**src/rtl/sph_pkg.sv**
```systemverilog
package sph_pkg;

  typedef enum logic [3:0] {
    S_IDLE, S_PWR, S_PULSE, S_SETTLE, S_EN,
    S_LLO, S_LHI, S_COMMIT, S_POLL, S_WAIT, S_NEXT
  } seq_st_t;

  localparam logic [7:0] OP_ENABLE = 8'hAC;
  localparam logic [7:0] EN_KEY    = 8'h53;
  localparam logic [7:0] OP_LD_LO  = 8'h40;
  localparam logic [7:0] OP_LD_HI  = 8'h48;
  localparam logic [7:0] OP_COMMIT = 8'h4C;
  localparam logic [7:0] OP_POLL   = 8'hF0;

  function automatic logic [31:0] mk_frame(input logic [7:0] b0, input logic [7:0] b1,
                                           input logic [7:0] b2, input logic [7:0] b3);
    return {b0, b1, b2, b3};
  endfunction

  // echo of the key arrives while the third byte is shifted out
  function automatic logic echo_ok(input logic [31:0] rx);
    return rx[15:8] == EN_KEY;
  endfunction

  function automatic logic target_busy(input logic [31:0] rx);
    return rx[0];
  endfunction

  function automatic int unsigned max3(input int unsigned a, input int unsigned b,
                                       input int unsigned c);
    int unsigned m;
    m = (a > b) ? a : b;
    return (m > c) ? m : c;
  endfunction

  function automatic int unsigned rst_pulse_len(input int unsigned trst_min);
    return trst_min + 2;
  endfunction

endpackage

```
**src/rtl/sph_delay.sv**
```systemverilog
module sph_delay #(
  parameter int DW = 8
) (
  input  logic          clk,
  input  logic          rst_n,
  input  logic          load,
  input  logic [DW-1:0] val,
  output logic          zero
);
  logic [DW-1:0] cnt_q;

  always_ff @(posedge clk or negedge rst_n) begin
    if (!rst_n)              cnt_q <= '0;
    else if (load)           cnt_q <= val;
    else if (cnt_q != '0)    cnt_q <= cnt_q - 1'b1;
  end

  assign zero = (cnt_q == '0);
endmodule

```
**src/rtl/sph_shifter.sv**
```systemverilog
module sph_shifter #(
  parameter int SCK_HALF = 4
) (
  input  logic        clk,
  input  logic        rst_n,
  input  logic        go,
  input  logic [31:0] tx,
  input  logic        miso,
  output logic        sck,
  output logic        mosi,
  output logic        busy,
  output logic        done,
  output logic [31:0] rx
);
  localparam int CW = (SCK_HALF > 1) ? $clog2(SCK_HALF) : 1;

  logic          busy_q, sck_q, done_q;
  logic [CW-1:0] cnt_q;
  logic [4:0]    bit_q;
  logic [31:0]   tx_q, rx_q;
  logic          phase_end;

  assign phase_end = (cnt_q == CW'(SCK_HALF - 1));

  always_ff @(posedge clk or negedge rst_n) begin
    if (!rst_n) begin
      busy_q <= 1'b0; sck_q <= 1'b0; done_q <= 1'b0;
      cnt_q  <= '0;   bit_q <= '0;   tx_q   <= '0; rx_q <= '0;
    end else begin
      done_q <= 1'b0;
      if (!busy_q) begin
        if (go) begin
          busy_q <= 1'b1;
          tx_q   <= tx;
          cnt_q  <= '0;
          bit_q  <= '0;
          sck_q  <= 1'b0;
        end
      end else if (phase_end) begin
        cnt_q <= '0;
        if (!sck_q) begin
          sck_q <= 1'b1;
          rx_q  <= {rx_q[30:0], miso};
        end else begin
          sck_q <= 1'b0;
          if (bit_q == 5'd31) begin
            busy_q <= 1'b0;
            done_q <= 1'b1;
          end else begin
            bit_q <= bit_q + 5'd1;
            tx_q  <= {tx_q[30:0], 1'b0};
          end
        end
      end else begin
        cnt_q <= cnt_q + 1'b1;
      end
    end
  end

  assign sck  = sck_q;
  assign mosi = busy_q & tx_q[31];
  assign busy = busy_q;
  assign done = done_q;
  assign rx   = rx_q;

  assert_mosi_steady_R3: assert property (@(posedge clk) disable iff (!rst_n)
    sck_q |-> $stable(mosi));
  assert_go_when_idle_R3: assert property (@(posedge clk) disable iff (!rst_n)
    go |-> !busy_q);
  assert_done_ends_frame_R3: assert property (@(posedge clk) disable iff (!rst_n)
    done_q |-> !busy_q && !sck_q);
endmodule

```
**src/rtl/sph_seq.sv**
```systemverilog
module sph_seq
  import sph_pkg::*;
#(
  parameter int WORD_BITS = 5,
  parameter int PAGE_BITS = 6,
  parameter int NUM_PAGES = 2,
  parameter int MAX_RETRY = 3,
  parameter int SETTLE    = 100,
  parameter int RST_PULSE = 10,
  parameter int PAGE_WAIT = 100,
  parameter int DW        = 8,
  localparam int AW       = PAGE_BITS + WORD_BITS
) (
  input  logic          clk,
  input  logic          rst_n,
  input  logic          start,
  input  logic          poll_en,
  input  logic [15:0]   word_data,
  output logic [AW-1:0] word_addr,
  output logic          fr_go,
  output logic [31:0]   fr_tx,
  input  logic          fr_busy,
  input  logic          fr_done,
  input  logic [31:0]   fr_rx,
  output logic          dly_load,
  output logic [DW-1:0] dly_val,
  input  logic          dly_zero,
  output logic          tgt_rst,
  output logic          busy,
  output logic          done,
  output logic          err,
  output logic          prep_phase
);
  localparam int RW = (MAX_RETRY > 0) ? $clog2(MAX_RETRY + 1) : 1;

  seq_st_t              st_q;
  logic [PAGE_BITS-1:0] page_q;
  logic [WORD_BITS-1:0] word_q;
  logic [RW-1:0]        retry_q;
  logic [15:0]          wlat_q;
  logic                 poll_q, sent_q, done_q, err_q, rst_q;
  logic                 frame_st, last_word, last_page, retry_out;
  logic [15:0]          page_base;
  logic [7:0]           idx8;

  assign frame_st  = (st_q == S_EN) || (st_q == S_LLO) || (st_q == S_LHI) ||
                     (st_q == S_COMMIT) || (st_q == S_POLL);
  assign last_word = (word_q == WORD_BITS'((1 << WORD_BITS) - 1));
  assign last_page = (page_q == PAGE_BITS'(NUM_PAGES - 1));
  assign retry_out = (retry_q == RW'(MAX_RETRY));
  assign page_base = 16'({page_q, {WORD_BITS{1'b0}}});
  assign idx8      = 8'(word_q);
  assign word_addr = {page_q, word_q};

  always_comb begin
    unique case (st_q)
      S_EN:     fr_tx = mk_frame(OP_ENABLE, EN_KEY, 8'h00, 8'h00);
      S_LLO:    fr_tx = mk_frame(OP_LD_LO, 8'h00, idx8, word_data[7:0]);
      S_LHI:    fr_tx = mk_frame(OP_LD_HI, 8'h00, idx8, wlat_q[15:8]);
      S_COMMIT: fr_tx = mk_frame(OP_COMMIT, page_base[15:8], page_base[7:0], 8'h00);
      S_POLL:   fr_tx = mk_frame(OP_POLL, 8'h00, 8'h00, 8'h00);
      default:  fr_tx = '0;
    endcase
    fr_go = frame_st && !sent_q && !fr_busy;
  end

  always_comb begin
    dly_load = 1'b0;
    dly_val  = '0;
    unique case (st_q)
      S_IDLE:   if (start)    begin dly_load = 1'b1; dly_val = DW'(RST_PULSE); end
      S_PWR:    if (dly_zero) begin dly_load = 1'b1; dly_val = DW'(RST_PULSE); end
      S_PULSE:  if (dly_zero) begin dly_load = 1'b1; dly_val = DW'(SETTLE);    end
      S_EN:     if (fr_done && !echo_ok(fr_rx) && !retry_out) begin
                  dly_load = 1'b1; dly_val = DW'(RST_PULSE);
                end
      S_COMMIT: if (fr_done && !poll_q) begin dly_load = 1'b1; dly_val = DW'(PAGE_WAIT); end
      default: ;
    endcase
  end

  always_ff @(posedge clk or negedge rst_n) begin
    if (!rst_n) begin
      st_q   <= S_IDLE; page_q <= '0; word_q <= '0; retry_q <= '0;
      wlat_q <= '0;     poll_q <= 1'b0; sent_q <= 1'b0;
      done_q <= 1'b0;   err_q  <= 1'b0; rst_q  <= 1'b1;
    end else begin
      done_q <= 1'b0;
      if (fr_go) sent_q <= 1'b1;
      unique case (st_q)
        S_IDLE: if (start) begin
          st_q <= S_PWR; err_q <= 1'b0; retry_q <= '0;
          page_q <= '0; word_q <= '0; poll_q <= poll_en; rst_q <= 1'b0;
        end
        S_PWR:    if (dly_zero) begin st_q <= S_PULSE;  rst_q <= 1'b1; end
        S_PULSE:  if (dly_zero) begin st_q <= S_SETTLE; rst_q <= 1'b0; end
        S_SETTLE: if (dly_zero) st_q <= S_EN;
        S_EN: if (fr_done) begin
          sent_q <= 1'b0;
          if (echo_ok(fr_rx)) st_q <= S_LLO;
          else if (retry_out) begin st_q <= S_IDLE; err_q <= 1'b1; rst_q <= 1'b1; end
          else begin retry_q <= retry_q + 1'b1; st_q <= S_PULSE; rst_q <= 1'b1; end
        end
        S_LLO: begin
          if (fr_go) wlat_q <= word_data;
          if (fr_done) begin sent_q <= 1'b0; st_q <= S_LHI; end
        end
        S_LHI: if (fr_done) begin
          sent_q <= 1'b0;
          if (last_word) st_q <= S_COMMIT;
          else begin word_q <= word_q + 1'b1; st_q <= S_LLO; end
        end
        S_COMMIT: if (fr_done) begin
          sent_q <= 1'b0;
          st_q   <= poll_q ? S_POLL : S_WAIT;
        end
        S_POLL: if (fr_done) begin
          sent_q <= 1'b0;
          if (!target_busy(fr_rx)) st_q <= S_NEXT;
        end
        S_WAIT: if (dly_zero) st_q <= S_NEXT;
        S_NEXT: begin
          if (last_page) begin done_q <= 1'b1; st_q <= S_IDLE; rst_q <= 1'b1; end
          else begin page_q <= page_q + 1'b1; word_q <= '0; st_q <= S_LLO; end
        end
        default: st_q <= S_IDLE;
      endcase
    end
  end

  assign tgt_rst    = rst_q;
  assign busy       = (st_q != S_IDLE);
  assign done       = done_q;
  assign err        = err_q;
  assign prep_phase = (st_q == S_PWR) || (st_q == S_PULSE) || (st_q == S_SETTLE);

  assert_retry_bound_R6: assert property (@(posedge clk) disable iff (!rst_n)
    retry_q <= RW'(MAX_RETRY));
  assert_err_goes_idle_R6: assert property (@(posedge clk) disable iff (!rst_n)
    $rose(err_q) |-> !busy && rst_q);
  assert_done_single_R12: assert property (@(posedge clk) disable iff (!rst_n)
    done_q |=> !done_q);
  assert_idle_released_R1: assert property (@(posedge clk) disable iff (!rst_n)
    !busy |-> rst_q);
  assert_poll_mode_only_R10: assert property (@(posedge clk) disable iff (!rst_n)
    (st_q == S_POLL) |-> poll_q);
  assert_start_ignored_R13: assert property (@(posedge clk) disable iff (!rst_n)
    (busy && start && st_q != S_NEXT && st_q != S_EN) |=> busy && st_q != S_PWR);
endmodule

```
**src/rtl/serprog_host.sv**
```systemverilog
module serprog_host
  import sph_pkg::*;
#(
  parameter int SCK_HALF  = 4,
  parameter int WORD_BITS = 5,
  parameter int PAGE_BITS = 6,
  parameter int NUM_PAGES = 2,
  parameter int MAX_RETRY = 3,
  parameter int SETTLE    = 5000000,
  parameter int TRST_MIN  = 625,
  parameter int PAGE_WAIT = 1125000,
  localparam int AW       = PAGE_BITS + WORD_BITS
) (
  input  logic          clk,
  input  logic          rst_n,
  input  logic          start,
  input  logic          poll_en,
  output logic [AW-1:0] word_addr,
  input  logic [15:0]   word_data,
  output logic          tgt_sck,
  output logic          tgt_mosi,
  input  logic          tgt_miso,
  output logic          tgt_rst,
  output logic          busy,
  output logic          done,
  output logic          err
);
  localparam int RST_PULSE = int'(rst_pulse_len(TRST_MIN));
  localparam int DW = $clog2(max3(SETTLE, RST_PULSE, PAGE_WAIT) + 1);

  logic          fr_go, fr_busy, fr_done;
  logic [31:0]   fr_tx, fr_rx;
  logic          dly_load, dly_zero, prep_phase;
  logic [DW-1:0] dly_val;

  sph_shifter #(.SCK_HALF(SCK_HALF)) u_shift (
    .clk(clk), .rst_n(rst_n), .go(fr_go), .tx(fr_tx), .miso(tgt_miso),
    .sck(tgt_sck), .mosi(tgt_mosi), .busy(fr_busy), .done(fr_done), .rx(fr_rx)
  );

  sph_delay #(.DW(DW)) u_delay (
    .clk(clk), .rst_n(rst_n), .load(dly_load), .val(dly_val), .zero(dly_zero)
  );

  sph_seq #(
    .WORD_BITS(WORD_BITS), .PAGE_BITS(PAGE_BITS), .NUM_PAGES(NUM_PAGES),
    .MAX_RETRY(MAX_RETRY), .SETTLE(SETTLE), .RST_PULSE(RST_PULSE),
    .PAGE_WAIT(PAGE_WAIT), .DW(DW)
  ) u_seq (
    .clk(clk), .rst_n(rst_n), .start(start), .poll_en(poll_en),
    .word_data(word_data), .word_addr(word_addr),
    .fr_go(fr_go), .fr_tx(fr_tx), .fr_busy(fr_busy), .fr_done(fr_done), .fr_rx(fr_rx),
    .dly_load(dly_load), .dly_val(dly_val), .dly_zero(dly_zero),
    .tgt_rst(tgt_rst), .busy(busy), .done(done), .err(err), .prep_phase(prep_phase)
  );

  assert_sck_quiet_prep_R2: assert property (@(posedge clk) disable iff (!rst_n)
    prep_phase |-> !tgt_sck);
  assert_clock_held_in_reset_R4: assert property (@(posedge clk) disable iff (!rst_n)
    tgt_sck |-> !tgt_rst);
  assert_quiet_when_idle_R1: assert property (@(posedge clk) disable iff (!rst_n)
    !busy |-> !tgt_sck && !tgt_mosi);
endmodule

```
**config.mk**
```make
export PLATFORM = sky130hd
export DESIGN_NAME = serprog_host
export DESIGN_NICKNAME = d
export VERILOG_FILES = /design/src/rtl/sph_pkg.sv /design/src/rtl/sph_delay.sv /design/src/rtl/sph_shifter.sv /design/src/rtl/sph_seq.sv /design/src/rtl/serprog_host.sv
export SDC_FILE = /design/constraint.sdc
export NUM_CORES = 1
export LEC_CHECK = 0
export ABC_AREA = 1
export BUFFER_PORTS_ARGS = -buffer_cell sky130_fd_sc_hd__buf_2
export CORE_ASPECT_RATIO = 0.9
export CORE_MARGIN = 5
export CORE_UTILIZATION = 25
export CTS_CLUSTER_DIAMETER = 150
export DETAILED_ROUTE_END_ITERATION = 8
export PLACE_DENSITY = 0.41
export SYNTH_ARGS = -nofsm -noshare
export SYNTH_HDL_FRONTEND = slang
export SYNTH_SLANG_ARGS = --single-unit
export TNS_END_PERCENT = 100
```
**constraint.sdc**
```tcl
create_clock -name clk -period 4.3 [get_ports clk]
set_input_delay 0.215 -clock clk [delete_from_list [all_inputs] [get_ports clk]]
set_output_delay 0.215 -clock clk [all_outputs]
set_load 0.01 [all_outputs]
```
## After elaboration in Yosys (flattened, before gate mapping)

Cells that the tools add are included.

| cells by class | value |
|---|---|
| add/sub/neg operators | 6 |
| eq/ne operators | 36 |
| mux-type cells | 86 |
| bitwise gates (word level) | 2 |
| reductions and logical operators | 37 |

Operators by type and width:

| operator | number |
|---|---|
| $mux 32 | 5 |
| $pmux 32 s5 | 1 |
| $pmux 23 s5 | 1 |
| $mux 23 | 3 |
| $mux 4 | 12 |
| $mux 5 | 9 |
| $pmux 4 s11 | 1 |
| $ne 2x2->1 const B | 18 |
| $mux 1 | 32 |
| $mux 10 | 3 |
| $logic_not 23->1 | 1 |
| $reduce_bool 23->1 | 1 |
| $sub 23x1->23 const B | 1 |
| $mux 21 | 1 |
| $mux 2 | 9 |
| $eq 4x3->1 const B | 4 |
| $pmux 5 s3 | 1 |
| $reduce_and 5->1 | 3 |
| $eq 4x4->1 const B | 3 |
| $mux 6 | 2 |
| $pmux 6 s2 | 1 |
| $reduce_and 11->1 | 1 |
| $add 5x1->5 const B | 2 |
| $eq 5x5->1 const B | 2 |
| other kinds (29) | 50 |

| storage, ports and cells | value |
|---|---|
| bits in registers | 119 |
| bits of input ports | 21 |
| output and inout bits | 17 |
| word-level logic and storage cells | 185 |

## Depth between registers and ports, before layout

| logic depth | value |
|---|---|
| depth after elaboration | 10 |
| gate-level depth with buffers | 13 |
| depth with buffers taken out | 13 |

## By module

Synthesis repeated with hierarchy kept, for this count alone.

| unflattened totals | value |
|---|---|
| cells, all modules | 894 |
| area total of the unflattened synthesis | 7273.2 sq um |

Modules (own cells, without submodules):

| module | times used | cells each | area an instance (sq um) | seq. area each (sq um) |
|---|---|---|---|---|
| sph_shifter | 1 | 344 | 3382.0 | 1851.8 |
| sph_seq | 1 | 313 | 2233.4 | 752.0 |
| sph_delay | 1 | 237 | 1657.8 | 575.6 |

## Worst setup path after synthesis

No wires, ideal clock.

| path | value |
|---|---|
| kind | register -> register |
| start point | register u_shift.bit_q[0] |
| end point | register u_shift.tx_q[31] |
| library setup time | 0.133 ns |
| arrival time | 1.735 ns |
| setup slack | 2.433 ns |
| stages on the path, launching flop included | 10 |
| path buffers | 1 |
| period minus slack after synthesis | 1.867 ns |
| cells stage by stage | dfrtp_1 -> ha_1 -> nand2_1 -> nor2_1 -> ha_1 -> nor3_2 -> inv_2 -> nand2_2 -> buf_2 -> a31oi_1 |

| between the ends | value |
|---|---|
| longest elaborated chain between the ends | 3 |

RTL lines:

| item | line | text |
|---|---|---|
| from (decl) | sph_shifter.sv:19 | `logic [4:0] bit_q;` |
| from (signal assigned) | sph_shifter.sv:50 | `bit_q <= bit_q + 5'd1;` |
| $eq 5x5->1 | sph_shifter.sv:46 | `if (bit_q == 5'd31) begin` |
| $ne 2x2->1 (no line) | n/a |  |
| $reduce_and 4->1 (no line) | n/a |  |
| to (signal assigned) | sph_shifter.sv:34 | `tx_q <= tx;` |
| to (signal assigned) | sph_shifter.sv:51 | `tx_q <= {tx_q[30:0], 1'b0};` |
| to (decl) | sph_shifter.sv:20 | `logic [31:0] tx_q, rx_q;` |

Every way passes these cells.
A chain may end at the register's enable or synchronous reset.

## Worst setup path after layout

| path | value |
|---|---|
| start point | register u_shift.bit_q[0] |
| end point | register u_shift.tx_q[30] |

Same word-level chain as after synthesis.

==> flow_summary.ini <==
[grt]
grt_use_total_pct = 11.5
grt_pass1_vias = 4696
grt_max_degree = 46
overflow = 0
grt_antenna_before_repair = 0
grt_pass1_wl_um = 24500

[placement]
place_inst = 1075
pre_cts_ws_ns = 1.89
place.gp.congestion = 0.787
port_buffers = 37
dp_hpwl_um = 10600

[yosys]
ys_warn_count = 0
yosys-top-cells-area = dfrtp_1 47%, nand2_1 12%, nor2_1 6.0%
yosys.area.top_type = dfrtp_1
synth_edf_count = 0
synth_cells = 750
synthDominantCellAreaShare_pct = 47.3
yosysMostFrequentCell = nand2_1
synth-seq-cells = 111
avgSynthCellArea_um2 = 7.76
synthTopCellsByCount = 185 x nand2_1, 110 x dfrtp_1, 93 x nor2_1
yosysSeqAreaShare_pct = 47.8
async_flop_share_pct = 100
synth_nets = 781
syn_area_mm2 = 0.00582
synth_cell_type_count = 35
synthFlopType = dfrtp_1

[finish]
nNetsFinal = 816
final_util_pct = 28.7
fillers = 2555
instances_no_fill = 1090
drive_gt1_share_pct = 11.7
area_growth_pct = 14.1
diodes = 0

[clock_network]
insertion_delay_ns = 0.35
cts_inserted_buffers = 9
cts_tree = done
hold_buffers = 1
path_clk_slew_ns = 0.07
post_cts_buffers = 0
cts_resized = 0
ctsLongestPathBuffers = 2
root_buffer = clkbuf_16
h-tree-depth = 3
cts.sinks = 111

[timing]
min_period_over_period_pct = 55.2
hold_viol = 0
fin_ws_ns = 1.93
setup_violations = 0
tns_ns = 0
min_period_ns = 2.37
clock.fmax_mhz = 421
worstMarginPinSlew_ns = 0.905
slew_headroom_pct = 39.3
skew_ns = 0.00776
report.final.slew_viol_count = 0
rsz0062_at_grt = no

[detailed_routing]
via_count = 4786
firstDrtPassIters = 5
drt-total-wl_um = 14500
via_per_inst = 4.39
post_drt_wl_per_cell_um = 13.3
drt-initial-drc-count = 287
drt.antenna.violating_nets = 0
drc = 0

[pwr]
p_total_w = 0.00361
power.density_mw_per_mm2 = 543
p_leak_nw = 3.26
ir_drop_mv = 0.174

[min_path]
hold_path.class = in -> reg

[setup_path]
endpoint_kind = register
cp_cell_sequence = ha_1 -> nand2_1 -> nor2_1 -> ha_1 -> nor3_2 -> inv_2 -> nand2_2 -> buf_4 -> nor2_1 -> a31oi_1
cp_slowest_cell = nor3_2
max_stage_delay_ns = 0.49
cp_num_buf_inv = 2
required_ns = 4.58
crit_path_start_kind = register
critPathKind = reg -> reg
arrival_ns = 2.65
crit_fanout = 45
path_delay_family = simple AND/OR/NAND/NOR gates

[run]
cap_violations = 0

[die]
dieHeight_um = 155
rows = 53
dieArea_mm2 = 0.0264
ios = 38
coreArea_mm2 = 0.0231
initial_core_util_pct = 25.1
die_w_um = 171

[outcome]
status = complete, no violations
[metrics by stage]
step | area (um2) | hold WS, ns
floorplan | 5820 | -0.0806
global placement | 6330 | 0.148
detailed placement | 6330 | 0.146
CTS | 6640 | 0.0824
global route | 6640 | 0.105
finish | 6640 | 0.0886
[path summary, 6_finish.rpt]
path / start / to / slack (ns) / depth (start not counted)
worst min register to register: u_shift.cnt_q[0] / u_shift.cnt_q[0] / 0.49 / 1
max in group asynchronous: rst_n / u_shift.tx_q[25] / 3.09 / 3
worst max-delay path: u_shift.bit_q[0] / u_shift.tx_q[30] / 1.93 / 10
worst min-delay path: poll_en / u_seq.poll_q / 0.09 / 3
worst max register to register: u_shift.bit_q[0] / u_shift.tx_q[30] / 1.93 / 10
min in group asynchronous: rst_n / u_delay.cnt_q[8] / 0.30 / 2
[registers in the layout, indices dropped and copies added (netlist names)]
signal / flops
u_seq.poll_q: 1
u_seq.wlat_q: 8
u_seq.word_q: 5
u_seq.err: 1
u_delay.cnt_q: 23
u_seq.page_q: 6
u_seq.retry_q: 2
u_seq.tgt_rst: 1
u_shift.busy: 1
u_shift.rx: 16
u_shift.done: 1
u_shift.sck: 1
u_shift.bit_q: 5
u_shift.cnt_q: 2
u_seq.done: 1
u_seq.sent_q: 1
u_seq.st_q: 4
u_shift.tx_q: 32
[power by group]
group | switching, W | internal, W
Clock | 0.000390 | 0.000504
Sequential | 0.000176 | 0.00133
Combinational | 0.000785 | 0.000420
[placed cells by master, fill, tap and decap left out, drive strengths merged, types with 2 or more instances in the layout]
cell,instances
a21oi,36
o22ai,6
a22o,2
xnor2,8
inv,93
bufinv,2
clkbuf,10
ha,10
xor2,11
and2,2
a31oi,7
mux2,8
buf,42
nand2,188
a22oi,5
nand3,48
o21ai,65
nor2,106
dfrtp,110
nand4,8
nor3,11
[per-layer routing]
| metal | share of wire (%) | routed length [um] | up-vias | GRT usage [%] |
|---|---|---|---|---|
| li1 | - | - | 2477 | - |
| met1 | 52 | 7550 | 2246 | 16.7 |
| met2 | 44 | 6440 | 51 | 17.6 |
| met3 | 2.7 | 393 | 12 | 2.20 |
| met4 | 1.1 | 163 | 0 | 3.06 |
| met5 | 0 | 0 | - | 0 |
[worst reg2reg max path: stages, from the launching register on]
cell and delay [ns]:
dfrtp_1 0.41, ha_1 0.22, nand2_1 0.07, nor2_1 0.04, ha_1 0.19, nor3_2 0.49, inv_2 0.06, nand2_2 0.18
buf_4 0.42, nor2_1 0.09, a31oi_1 0.14
[logic make-up (layout without fill, tap and decap cells)]
group / after synthesis / count (layout) / share of synthesized area, %
and+or+nand+nor: 366 / 366 / 26.7
AOI/OAI and AO/OA: 124 / 124 / 11.4
buffers and inverters: 112 / 150 / 7.57
DFF: 111 / 111 / 47.8
xor gates and xnor gates: 19 / 19 / 2.86
adders and majority gates: 10 / 10 / 2.15
muxes: 8 / 8 / 1.55
[layout make-up]
class / instances / area, um2 / area share, %
clock buffers: 10 / 229 / 3.45
clock inverters: 4 / 72.6 / 1.09
inverters: 93 / 349 / 5.26
multi-input cells: 527 / 2600 / 39.1
flip-flops and latches: 111 / 2780 / 41.8
well taps: 302 / 378 / 5.69
repair buffers: 43 / 235 / 3.54
(Power assumes the default switching activity.)
